--- src/rtl/mmr_guard_pkg.sv ---
package mmr_guard_pkg;
  localparam int unsigned ADDR_W  = 32;
  localparam int unsigned OFF_W   = 12;           // 4 KB slot
  localparam int unsigned WORD_W  = OFF_W - 2;    // word index width
  localparam int unsigned SPAN_W  = WORD_W + 1;   // span may equal 1024
  localparam int unsigned IDX_W   = 4;
  localparam int unsigned NIB_W   = 4;
  localparam int unsigned TAG_W   = ADDR_W - OFF_W - IDX_W - NIB_W;
  localparam int unsigned CAUSE_W = 6;

  typedef logic [CAUSE_W-1:0] cause_t;
  localparam cause_t CAUSE_PROT = 6'h2E;

  localparam logic [TAG_W-1:0] WIN_TAG = 12'hFFE;

  // populated words per peripheral, entry 8 first
  localparam logic [8:0][SPAN_W-1:0] DEF_SPAN = {
    11'h042, 11'h081, 11'h041, 11'h004, 11'h002,
    11'h004, 11'h045, 11'h102, 11'h102
  };
endpackage

--- src/rtl/mmr_addr_decode.sv ---
module mmr_addr_decode
  import mmr_guard_pkg::*;
#(
  parameter int unsigned NUM_PERIPH = 9
) (
  input  logic [ADDR_W-1:2]  addr_i,
  output logic               in_win_o,
  output logic               nib_bad_o,
  output logic               idx_bad_o,
  output logic [IDX_W-1:0]   idx_o,
  output logic [WORD_W-1:0]  word_o
);
  localparam int unsigned IDX_LSB = OFF_W;
  localparam int unsigned NIB_LSB = OFF_W + IDX_W;
  localparam int unsigned TAG_LSB = NIB_LSB + NIB_W;

  always_comb begin
    in_win_o  = addr_i[ADDR_W-1:TAG_LSB] == WIN_TAG;
    nib_bad_o = |addr_i[TAG_LSB-1:NIB_LSB];
    idx_o     = addr_i[NIB_LSB-1:IDX_LSB];
    idx_bad_o = 32'(idx_o) >= NUM_PERIPH;
    word_o    = addr_i[OFF_W-1:2];
  end
endmodule

--- src/rtl/mmr_offset_table.sv ---
module mmr_offset_table
  import mmr_guard_pkg::*;
#(
  parameter int unsigned NUM_PERIPH = 9,
  parameter logic [NUM_PERIPH-1:0][SPAN_W-1:0] SPAN_WORDS = DEF_SPAN
) (
  input  logic [IDX_W-1:0]  idx_i,
  input  logic [WORD_W-1:0] word_i,
  output logic              legal_o
);
  logic [NUM_PERIPH-1:0] hit;

  for (genvar p = 0; p < NUM_PERIPH; p++) begin : g_per
    assign hit[p] = (32'(idx_i) == p) &&
                    ({1'b0, word_i} < SPAN_WORDS[p]);
  end

  assign legal_o = |hit;
endmodule

--- src/rtl/mmr_fault_regs.sv ---
module mmr_fault_regs
  import mmr_guard_pkg::*;
(
  input  logic              clk_i,
  input  logic              rst_ni,
  input  logic              exc_i,
  input  logic [ADDR_W-1:0] addr_i,
  input  logic [ADDR_W-1:0] pc_i,
  input  logic              sw_wr_i,
  input  logic [ADDR_W-1:0] sw_wdata_i,
  output cause_t            cause_o,
  output logic [ADDR_W-1:0] fault_addr_o,
  output logic [ADDR_W-1:0] ret_pc_o
);
  always_ff @(posedge clk_i or negedge rst_ni) begin
    if (!rst_ni) begin
      cause_o      <= '0;
      fault_addr_o <= '0;
      ret_pc_o     <= '0;
    end else if (exc_i) begin
      cause_o      <= CAUSE_PROT;
      fault_addr_o <= addr_i;
      ret_pc_o     <= pc_i;
    end else if (sw_wr_i) begin
      fault_addr_o <= sw_wdata_i;
    end
  end
endmodule

--- src/rtl/mmr_addr_guard.sv ---
module mmr_addr_guard
  import mmr_guard_pkg::*;
#(
  parameter int unsigned NUM_PERIPH = 9,
  parameter logic [NUM_PERIPH-1:0][SPAN_W-1:0] SPAN_WORDS = DEF_SPAN
) (
  input  logic              clk_i,
  input  logic              rst_ni,
  input  logic              req_valid_i,
  input  logic [ADDR_W-1:0] req_addr_i,
  input  logic              req_we_i,
  input  logic [ADDR_W-1:0] req_wdata_i,
  input  logic [ADDR_W-1:0] req_pc_i,
  input  logic              fault_wr_i,
  input  logic [ADDR_W-1:0] fault_wdata_i,
  output logic              fwd_valid_o,
  output logic [ADDR_W-1:0] fwd_addr_o,
  output logic              fwd_we_o,
  output logic [ADDR_W-1:0] fwd_wdata_o,
  output logic              exc_o,
  output cause_t            exc_cause_o,
  output logic [ADDR_W-1:0] fault_addr_o,
  output logic [ADDR_W-1:0] ret_pc_o
);
  logic              in_win, nib_bad, idx_bad, off_ok, illegal;
  logic [IDX_W-1:0]  idx;
  logic [WORD_W-1:0] word;

  mmr_addr_decode #(.NUM_PERIPH(NUM_PERIPH)) u_dec (
    .addr_i    (req_addr_i[ADDR_W-1:2]),
    .in_win_o  (in_win),
    .nib_bad_o (nib_bad),
    .idx_bad_o (idx_bad),
    .idx_o     (idx),
    .word_o    (word)
  );

  mmr_offset_table #(.NUM_PERIPH(NUM_PERIPH), .SPAN_WORDS(SPAN_WORDS)) u_tbl (
    .idx_i   (idx),
    .word_i  (word),
    .legal_o (off_ok)
  );

  // layered check, one cause for every layer
  assign illegal = in_win && (nib_bad || idx_bad || !off_ok);

  assign exc_o       = req_valid_i && illegal;
  assign fwd_valid_o = req_valid_i && !illegal;
  assign fwd_we_o    = fwd_valid_o && req_we_i;
  assign fwd_addr_o  = req_addr_i;
  assign fwd_wdata_o = req_wdata_i;

  mmr_fault_regs u_regs (
    .clk_i        (clk_i),
    .rst_ni       (rst_ni),
    .exc_i        (exc_o),
    .addr_i       (req_addr_i),
    .pc_i         (req_pc_i),
    .sw_wr_i      (fault_wr_i),
    .sw_wdata_i   (fault_wdata_i),
    .cause_o      (exc_cause_o),
    .fault_addr_o (fault_addr_o),
    .ret_pc_o     (ret_pc_o)
  );
endmodule

--- config.mk ---
export PLATFORM = sky130hd
export DESIGN_NAME = mmr_addr_guard
export DESIGN_NICKNAME = d
export VERILOG_FILES = /design/src/rtl/mmr_guard_pkg.sv /design/src/rtl/mmr_addr_decode.sv /design/src/rtl/mmr_offset_table.sv /design/src/rtl/mmr_fault_regs.sv /design/src/rtl/mmr_addr_guard.sv
export SDC_FILE = /design/constraint.sdc
export NUM_CORES = 1
export LEC_CHECK = 0
export ABC_CLOCK_PERIOD_IN_PS = 3680
export BUFFER_PORTS_ARGS = -buffer_cell sky130_fd_sc_hd__buf_2
export CAP_MARGIN = 20
export CELL_PAD_IN_SITES_DETAIL_PLACEMENT = 0
export CELL_PAD_IN_SITES_GLOBAL_PLACEMENT = 1
export CORE_UTILIZATION = 30
export CTS_CLUSTER_SIZE = 12
export DETAILED_ROUTE_END_ITERATION = 16
export PLACE_DENSITY_LB_ADDON = 0.1
export SLEW_MARGIN = 20
export SYNTH_ARGS = -nofsm -noshare
export SYNTH_HDL_FRONTEND = slang
export SYNTH_SLANG_ARGS = --single-unit
--- constraint.sdc ---
create_clock -name clk_i -period 3.68 [get_ports clk_i]
set_input_delay 0.736 -clock clk_i [delete_from_list [all_inputs] [get_ports clk_i]]
set_output_delay 0.736 -clock clk_i [all_outputs]
set_load 0.005 [all_outputs]
After elaboration in Yosys (flattened, before gate mapping):

Cells that the tools add are included.

* register bits: 65
* word-level logic and storage cells: 43

* eq/ne operators: 9
* muxes and demuxes: 2
* $lt $le $gt $ge: 8
* reductions and logical operators: 21

Operators with widths (count)
* $mux 32: 2
* $lt 10x7->1 const B: 3
* $eq 4x3->1 const B: 4
* $logic_and 1x1->1: 13
* $eq 12x12->1 const B: 1
* $lt 10x2->1 const B: 1
* $lt 10x3->1 const B: 1
* $lt 10x8->1 const B: 1
* $lt 10x9->1 const B: 1
* $reduce_or 9->1: 1
* $eq 4x2->1 const B: 2
* $eq 4x1->1 const B: 1
* $eq 4x4->1 const B: 1
* $ge 4x4->1 const B: 1
* $logic_not 4->1: 1
* $reduce_or 4->1: 1
* $logic_not 1->1: 2
* $logic_or 1x1->1: 2
* $reduce_bool 2->1: 1

Depth between registers and ports, before layout:

Gate-level depths: netlist of the first run.

* depth in word-level cells: 9
* depth in mapped cells: 9
* depth with buffers taken out: 7

By module:

From an unflattened synthesis of the first run, not the netlist that was laid out.

* cells, all modules: 331
* area, all modules: 3761.1 µm²

By module, submodules not included
* mmr_fault_regs: seq. area each 1626.6 µm², cells an instance 215, instances 1, area an instance 2914.0 µm²
* mmr_addr_guard: seq. area each 0.0 µm², cells an instance 69, instances 1, area an instance 511.7 µm²
* mmr_offset_table: seq. area each 0.0 µm², cells an instance 27, instances 1, area an instance 187.7 µm²
* mmr_addr_decode: seq. area each 0.0 µm², cells an instance 20, instances 1, area an instance 147.6 µm²

Least setup slack after synthesis of the first run:

OpenSTA, ideal clock, no wires.

* kind: input to output
* start point: in req_addr_i[6]
* end point: out exc_o
* arrival time: 2.516 ns
* required time: 2.944 ns
* stages: 8
* path buffers: 2
* path slack: 0.428 ns
* cells stage by stage: or4_1 buf_2 o2111ai_1 a221oi_1 o41ai_4 nand2_4 inv_6 buf_8

* word-level cells in the longest chain between the ends: 7
* elaborated cells between the ends (all ways): 21
* classes of those cells: order compare: 7; reduce/logical: 14

RTL lines
* start, declared: RTL line mmr_addr_guard.sv:10 `input logic [ADDR_W-1:0] req_addr_i,`
* $lt 10x9->1 (tied with other cells): RTL line mmr_offset_table.sv:15 `({1'b0, word_i} < SPAN_WORDS[p]);`
* $logic_and 1x1->1: RTL line mmr_offset_table.sv:14 `assign hit[p] = (32'(idx_i) == p) &&`
* $reduce_or 9->1 *: RTL line mmr_offset_table.sv:18 `assign legal_o = |hit;`
* $logic_not 1->1 *: RTL line mmr_addr_guard.sv:45 `assign illegal = in_win && (nib_bad || idx_bad || !off_ok);`
* $logic_or 1x1->1 *: RTL line mmr_addr_guard.sv:45
* $logic_and 1x1->1 *: RTL line mmr_addr_guard.sv:45
* $logic_and 1x1->1 *: RTL line mmr_addr_guard.sv:47 `assign exc_o = req_valid_i && illegal;`
* end, declared: RTL line mmr_addr_guard.sv:20 `output logic exc_o,`

Every way passes the cells marked *; elsewhere a longest branch is shown, timed or not.

Worst setup path after layout of the first run:

* start point: in req_addr_i[6]
* end point: out fwd_we_o

* word-level cells in the longest chain between the ends: 9
* elaborated cells between the ends (all ways): 23
* classes of those cells: order compare: 7; reduce/logical: 16

RTL lines
* $lt 10x9->1 (tied with other cells): RTL line mmr_offset_table.sv:15
* $logic_and 1x1->1: RTL line mmr_offset_table.sv:14
* $reduce_or 9->1 *: RTL line mmr_offset_table.sv:18
* $logic_not 1->1 *: RTL line mmr_addr_guard.sv:45
* $logic_or 1x1->1 *: RTL line mmr_addr_guard.sv:45
* $logic_and 1x1->1 *: RTL line mmr_addr_guard.sv:45
* $logic_not 1->1 *: RTL line mmr_addr_guard.sv:48 `assign fwd_valid_o = req_valid_i && !illegal;`
* $logic_and 1x1->1 *: RTL line mmr_addr_guard.sv:48
* $logic_and 1x1->1 *: RTL line mmr_addr_guard.sv:49 `assign fwd_we_o = fwd_valid_o && req_we_i;`
* end, declared: RTL line mmr_addr_guard.sv:18 `output logic fwd_we_o,`

Marks and branches as above.

==> results of run 1 <==
-- cell families (layout without fill, tap and decap cells) --
group	count (synthesis)	after routing	synth area share
muxes	85	85	0.297
buffers and inverters	85	228	0.175
DFF	65	65	0.442
and+or+nand+nor	39	39	0.0575
AOI/OAI and AO/OA	10	10	0.0272
other	1	3	0.00102
-- metal layers --
layer	up-vias	track usage
li1	1197	-
met1	1235	0.182
met2	166	0.236
met3	21	0.0434
met4	0	0.0596
met5	-	0
-- registers in the layout (all words and copies together), names as in the netlist --
| signal | count |
|---|---|
| u_regs.ret_pc_o | 32 |
| u_regs.cause_o | 1 |
| u_regs.fault_addr_o | 32 |
-- cells in the final DEF, fill, tap and decap left out --
cell type / synthesis / final
or4_1: 3 / 3
inv_1: 4 / 4
o21ai_0: 2 / 2
inv_6: 1 / 1
o41ai_4: 1 / 1
nor4_1: 1 / 1
or3b_2: 1 / 1
clkbuf_16: 0 / 9
clkinvlp_4: 0 / 1
o2111ai_1: 2 / 2
and3_1: 1 / 1
nor3_1: 2 / 2
o21a_1: 1 / 1
or3_1: 2 / 2
a2111oi_0: 1 / 1
o41ai_1: 1 / 1
and2_1: 1 / 1
conb_1: 1 / 2
mux2_2: 24 / 24
or4b_1: 1 / 1
a221oi_1: 1 / 1
buf_4: 69 / 6
nand4_1: 2 / 2
diode_2: 0 / 1
nand2_1: 14 / 14
nand4b_1: 2 / 2
clkinv_2: 0 / 2
a2111o_1: 1 / 1
clkbuf_8: 0 / 2
dfrtp_1: 65 / 65
buf_2: 2 / 203
mux2i_1: 19 / 19
nand2_4: 1 / 1
nand2b_1: 2 / 2
nor2_1: 6 / 6
mux2_4: 42 / 42
-- how the worst max path moves through the flow --
stage,start,end,slack (ns)
final,req_addr_i[6],fwd_we_o,0.26
after CTS,req_addr_i[6],fwd_we_o,0.25
after global placement,req_addr_i[6],fwd_we_o,0.28
after detailed placement,req_addr_i[6],fwd_we_o,0.26
after floorplan,req_addr_i[6],exc_o,0.43
after global routing,req_addr_i[6],fwd_we_o,0.15
-- where the power goes --
part | switching [uW] | internal, uW | leakage [uW]
clock | 300 | 482 | 0.000133
combinational | 109 | 138 | 0.00158
sequential | 18.6 | 754 | 0.000835
total | 428 | 1370 | 0.00255
-- layout make-up --
| type | count | area share |
|---|---|---|
| flip-flops and latches | 65 | 0.355 |
| multi-input cells | 136 | 0.308 |
| repair buffers | 209 | 0.232 |
| clock buffers | 11 | 0.0552 |
| well taps | 147 | 0.0402 |
| inverters | 5 | 0.00519 |
| clock inverters | 3 | 0.00383 |
| diodes | 1 | 0.000547 |
-- stage by stage --
step	utilization	hold slack, ns
after global placement	0.360	0.477
after floorplan	-	0.440
after CTS	0.383	0.346
after detailed placement	0.360	0.486
after global routing	0.383	0.364
final	0.383	0.343
==> metrics.cfg, run 1 <==
[critical_path]
arrival_ns=2.68
crit_path_end_kind=output port
cp.depth=8
path_buf_inv=2
crit_type=in -> out
r2r_start=u_regs.fault_addr_o[16]
r2r_setup_slack_ns=2.68
path_delay_family=simple AND/OR/NAND/NOR gates
slowest_stage=or4_1
critPathMaxFanout=5
cp.required_ns=2.94
worst_setup_path_start_kind=input pin
rr_endpoint=u_regs.fault_addr_o[16]
crit_chain=buf_2 > or4_1 > o2111ai_1 > a221oi_1 > o41ai_4 > nor2_1 > and2_1 > buf_2
critPathMostFrequentCell=buf_2
rr_worst_depth=2
cp_slowest_stage_delay_ns=0.64

[cts]
clkTransAtPathRegs_ns=0.06
cts-htree-levels=3
cts_buffer_depth=2
cts_sinks=65
numCtsBuffers=9
cts_tree=yes
cts_root_buffer=clkbuf_16
postCtsSetupRepairBufs=0
cts_resized=0
clkLatencyLatePin_ns=0.32
hold_buffers=0

[placed_design]
pre_cts_ws_ns=0.256
io_buffers=203
placed_cells=562
dp_hpwl_um=6950
place_area_um2=4310
gp_congestion=0.739

[detailed_routing]
drcViolationCount=0
routed_wl_um=9380
wirelength_met1_um=4040
route.met3.wl_um=812
drtAntennaViolNets=0
vias_per_cell=4.54
first_iter_violations=110
wl_per_cell_um=16.3
vias=2619
wl_met2_um=4340
routed.top_layer=met4
firstDrtPassIters=4

[status]
status=complete, no violations

[yosys]
ys_async_sr_fraction=1.00
synth_area_leader_cell=dfrtp_1
seq_area_frac_synth=0.442
yosysTopAreaCellShare=0.442
yosysWarnings=0
synth_edf_count=0
synth_area_leaders=dfrtp_1 44%, mux2_4 17%, buf_4 14%
synth_ff_type=dfrtp_1
ys_types=35
syn_avg_cell_area_um2=12.9
postSynthCellCount=285
yosys-top-cells-count=69 x buf_4, 65 x dfrtp_1, 42 x mux2_4, 24 x mux2_2, 19 x mux2i_1
yosysMostFrequentCell=buf_4
ys_ff_latch=65
synth_area_um2=3680

[pwr]
powerDensity_nw_per_um2=394
ir_worst_vdd_mv=0.219
p_total_uw=1800
power.leakage_uw=0.00255

[global_route]
grt_pass1_vias=2639
grt_max_degree=33
antenna_found_initial=1
grt.total_usage=0.146
grt.overflow.total=0
grt_pass1_wl_um=14300

[job]
max_cap_viol_count=0

[timing]
slew_viol_final=0
hold_viol=0
setup_violations=0
final.setup.worst_slack_ns=0.264
tightestPinTransition_ns=0.678
slew-limit-headroom=0.548
fin_crit_sh=0.928
period_minus_slack_ns=3.42
clock_skew_ns=0
fmax_ghz=0.293
grt_setup_unrepaired=false
tns_ns=0

[floorplan]
die_h_um=113
std_cell_rows=40
dieWidth_um=113
initial_core_util=0.307
die-area_um2=12700
core-area_um2=12000
io_pins=270

[final_layout]
area_delta_synth_final_pct=24.5
drive_gt1_frac=0.683
nets=559
fillCellCount=1185
seqCellArea_um2=1630
final_cell_area_um2=4580
stdcell_count=577
multi_input_area_um2=1410

[worst_hold_path]
hp-class=in -> async

No activity file was read; power rests on OpenSTA's default activity.
==> inputs of run 2 (changes only) <==
--- a/config.mk
+++ b/config.mk
@@ -10,6 +10,7 @@
 export CAP_MARGIN = 20
 export CELL_PAD_IN_SITES_DETAIL_PLACEMENT = 0
 export CELL_PAD_IN_SITES_GLOBAL_PLACEMENT = 1
+export CORE_MARGIN = 5
 export CORE_UTILIZATION = 30
 export CTS_CLUSTER_SIZE = 12
 export DETAILED_ROUTE_END_ITERATION = 16
==> run 2 against run 1 <==
Fmax is 1.2% lower. First-iteration DRC count fell by 35%. Clock-buffer cell count is 1 higher. Clock skew is the same. Wire length up 4.4%. Via count fell by 0.19%. Utilization grew 0.38 points. Total power rose by 9.7%. Sequential power barely moved.
==> metrics.cfg, run 2 (same netlist as run 1, synthesis figures left out) <==
[final_layout]
nets=557
layout.cells.most_common=buf_2
antenna_cells=0
seqCellArea_um2=1630
final_cell_mix=203 x buf_2, 65 x dfrtp_1, 42 x mux2_4, 24 x mux2_2, 19 x mux2i_1
drive_gt1_frac=0.683
stdcell_count=576
largest_registers=u_regs.fault_addr_o (32), u_regs.ret_pc_o (32), u_regs.cause_o (1)
multi_input_area_um2=1410
fillCellCount=1178
area_delta_synth_final_pct=26.3

[placed_design]
io_buffers=203
placed_cells=560
dp_hpwl_um=7430
gp_congestion=0.745

[critical_path]
crit_path_end_kind=output port
arrival_ns=2.72
cp.required_ns=2.94
worst_setup_path_start_kind=input pin
critPathMaxFanout=9
rr_worst_depth=2
r2r_start=u_regs.fault_addr_o[5]
rr_endpoint=u_regs.fault_addr_o[5]
r2r_setup_slack_ns=2.67
crit_type=in -> out

[global_route]
grt.overflow.total=0
grt_use_met3=0.0463
use_met2=0.210
grt_pass1_wl_um=14900
antenna_found_initial=0
grt.total_usage=0.131
grt_pass1_vias=2753
grt_max_degree=44
grt.busiest_layer=met2
grt.met1_usage=0.162

[pwr]
pwr-share-clk=0.485
ir_worst_vdd_mv=0.191
seqPwrFrac=0.391
p_total_uw=1980
p_int_uw=1540
combPwrFrac=0.124
p_switching_uw=438
p_sw_frac=0.222
power.leakage_uw=0.00258
powerDensity_nw_per_um2=426

[cts]
postCtsSetupRepairBufs=0
clkTransAtPathRegs_ns=0.05
clkLatencyLatePin_ns=0.32
cts_buffer_depth=2
cts-htree-levels=3
cts_root_buffer=clkbuf_16
numCtsBuffers=9
hold_buffers=0
cts_tree=yes
cts_resized=0
cts_sinks=65

[status]
status=complete, no violations

[detailed_routing]
routed_wl_um=9800
vias=2614
firstDrtPassIters=4
drtAntennaViolNets=0
drcViolationCount=0
first_iter_violations=71
wl_per_cell_um=17.0
vias_per_cell=4.54

[floorplan]
std_cell_rows=40
die-area_um2=14600
core-area_um2=12000
dieWidth_um=121
die_h_um=121
initial_core_util=0.306
io_pins=270

[timing]
tightestPinTransition_ns=0.713
slew-limit-headroom=0.524
slew_viol_final=0
fin_crit_sh=0.939
hold_viol=0
hold_slack_ns=0.382
tns_ns=0
clock_skew_ns=0
period_minus_slack_ns=3.46
setup_violations=0
grt_setup_unrepaired=false
fmax_ghz=0.289

[worst_hold_path]
hp-class=in -> async

[job]
max_cap_viol_count=0

==> run 2: final cells by class <==
type,instances,area share
clock buffer,12,0.0574
clock inverter,4,0.0159
inverter,5,0.00512
multi-input combinational,136,0.304
sequential,65,0.350
tap,147,0.0396
timing repair buffer,207,0.228
==> run 2: how the worst max path moves through the flow <==
stage | start | end | slack (ns) | cells after the start
6_report | req_addr_i[6] | exc_o | 0.22 | 8
2_1_floorplan | req_addr_i[6] | exc_o | 0.43 | 8
3_5_place_dp | req_addr_i[6] | exc_o | 0.20 | 8
5_1_grt | req_addr_i[6] | exc_o | 0.15 | 8
3_3_place_gp | req_addr_i[6] | exc_o | 0.26 | 8
4_1_cts | req_addr_i[6] | exc_o | 0.20 | 8
==> run 2: metal layers <==
layer,vias up,wire (um)
met4,0,157
met3,19,889
met5,-,0
met2,153,4550
met1,1246,4200
li1,1196,-
==> run 2: metrics by stage <==
step,setup slack [ns],instance area (um^2),util
after floorplan,0.428,3680,-
after global placement,0.256,4300,0.358
after detailed placement,0.200,4300,0.358
after CTS,0.198,4640,0.387
after global routing,0.151,4640,0.387
final,0.224,4640,0.387
==> run 2: power groups by stage <==
stage,Clock [uW],Combinational [uW],Sequential (uW)
2_1_floorplan,0,144,789
3_3_place_gp,0,251,786
3_5_place_dp,0,252,786
4_1_cts,992,253,774
5_1_grt,1020,274,778
6_report,959,245,773
==> run 2: worst max-delay path, stage by stage <==
cell       delay [ns]
buf_2            0.12
or4_1            0.64
o2111ai_1        0.24
a221oi_1         0.14
o41ai_4          0.44
nand2_4          0.12
inv_6            0.13
buf_2            0.13
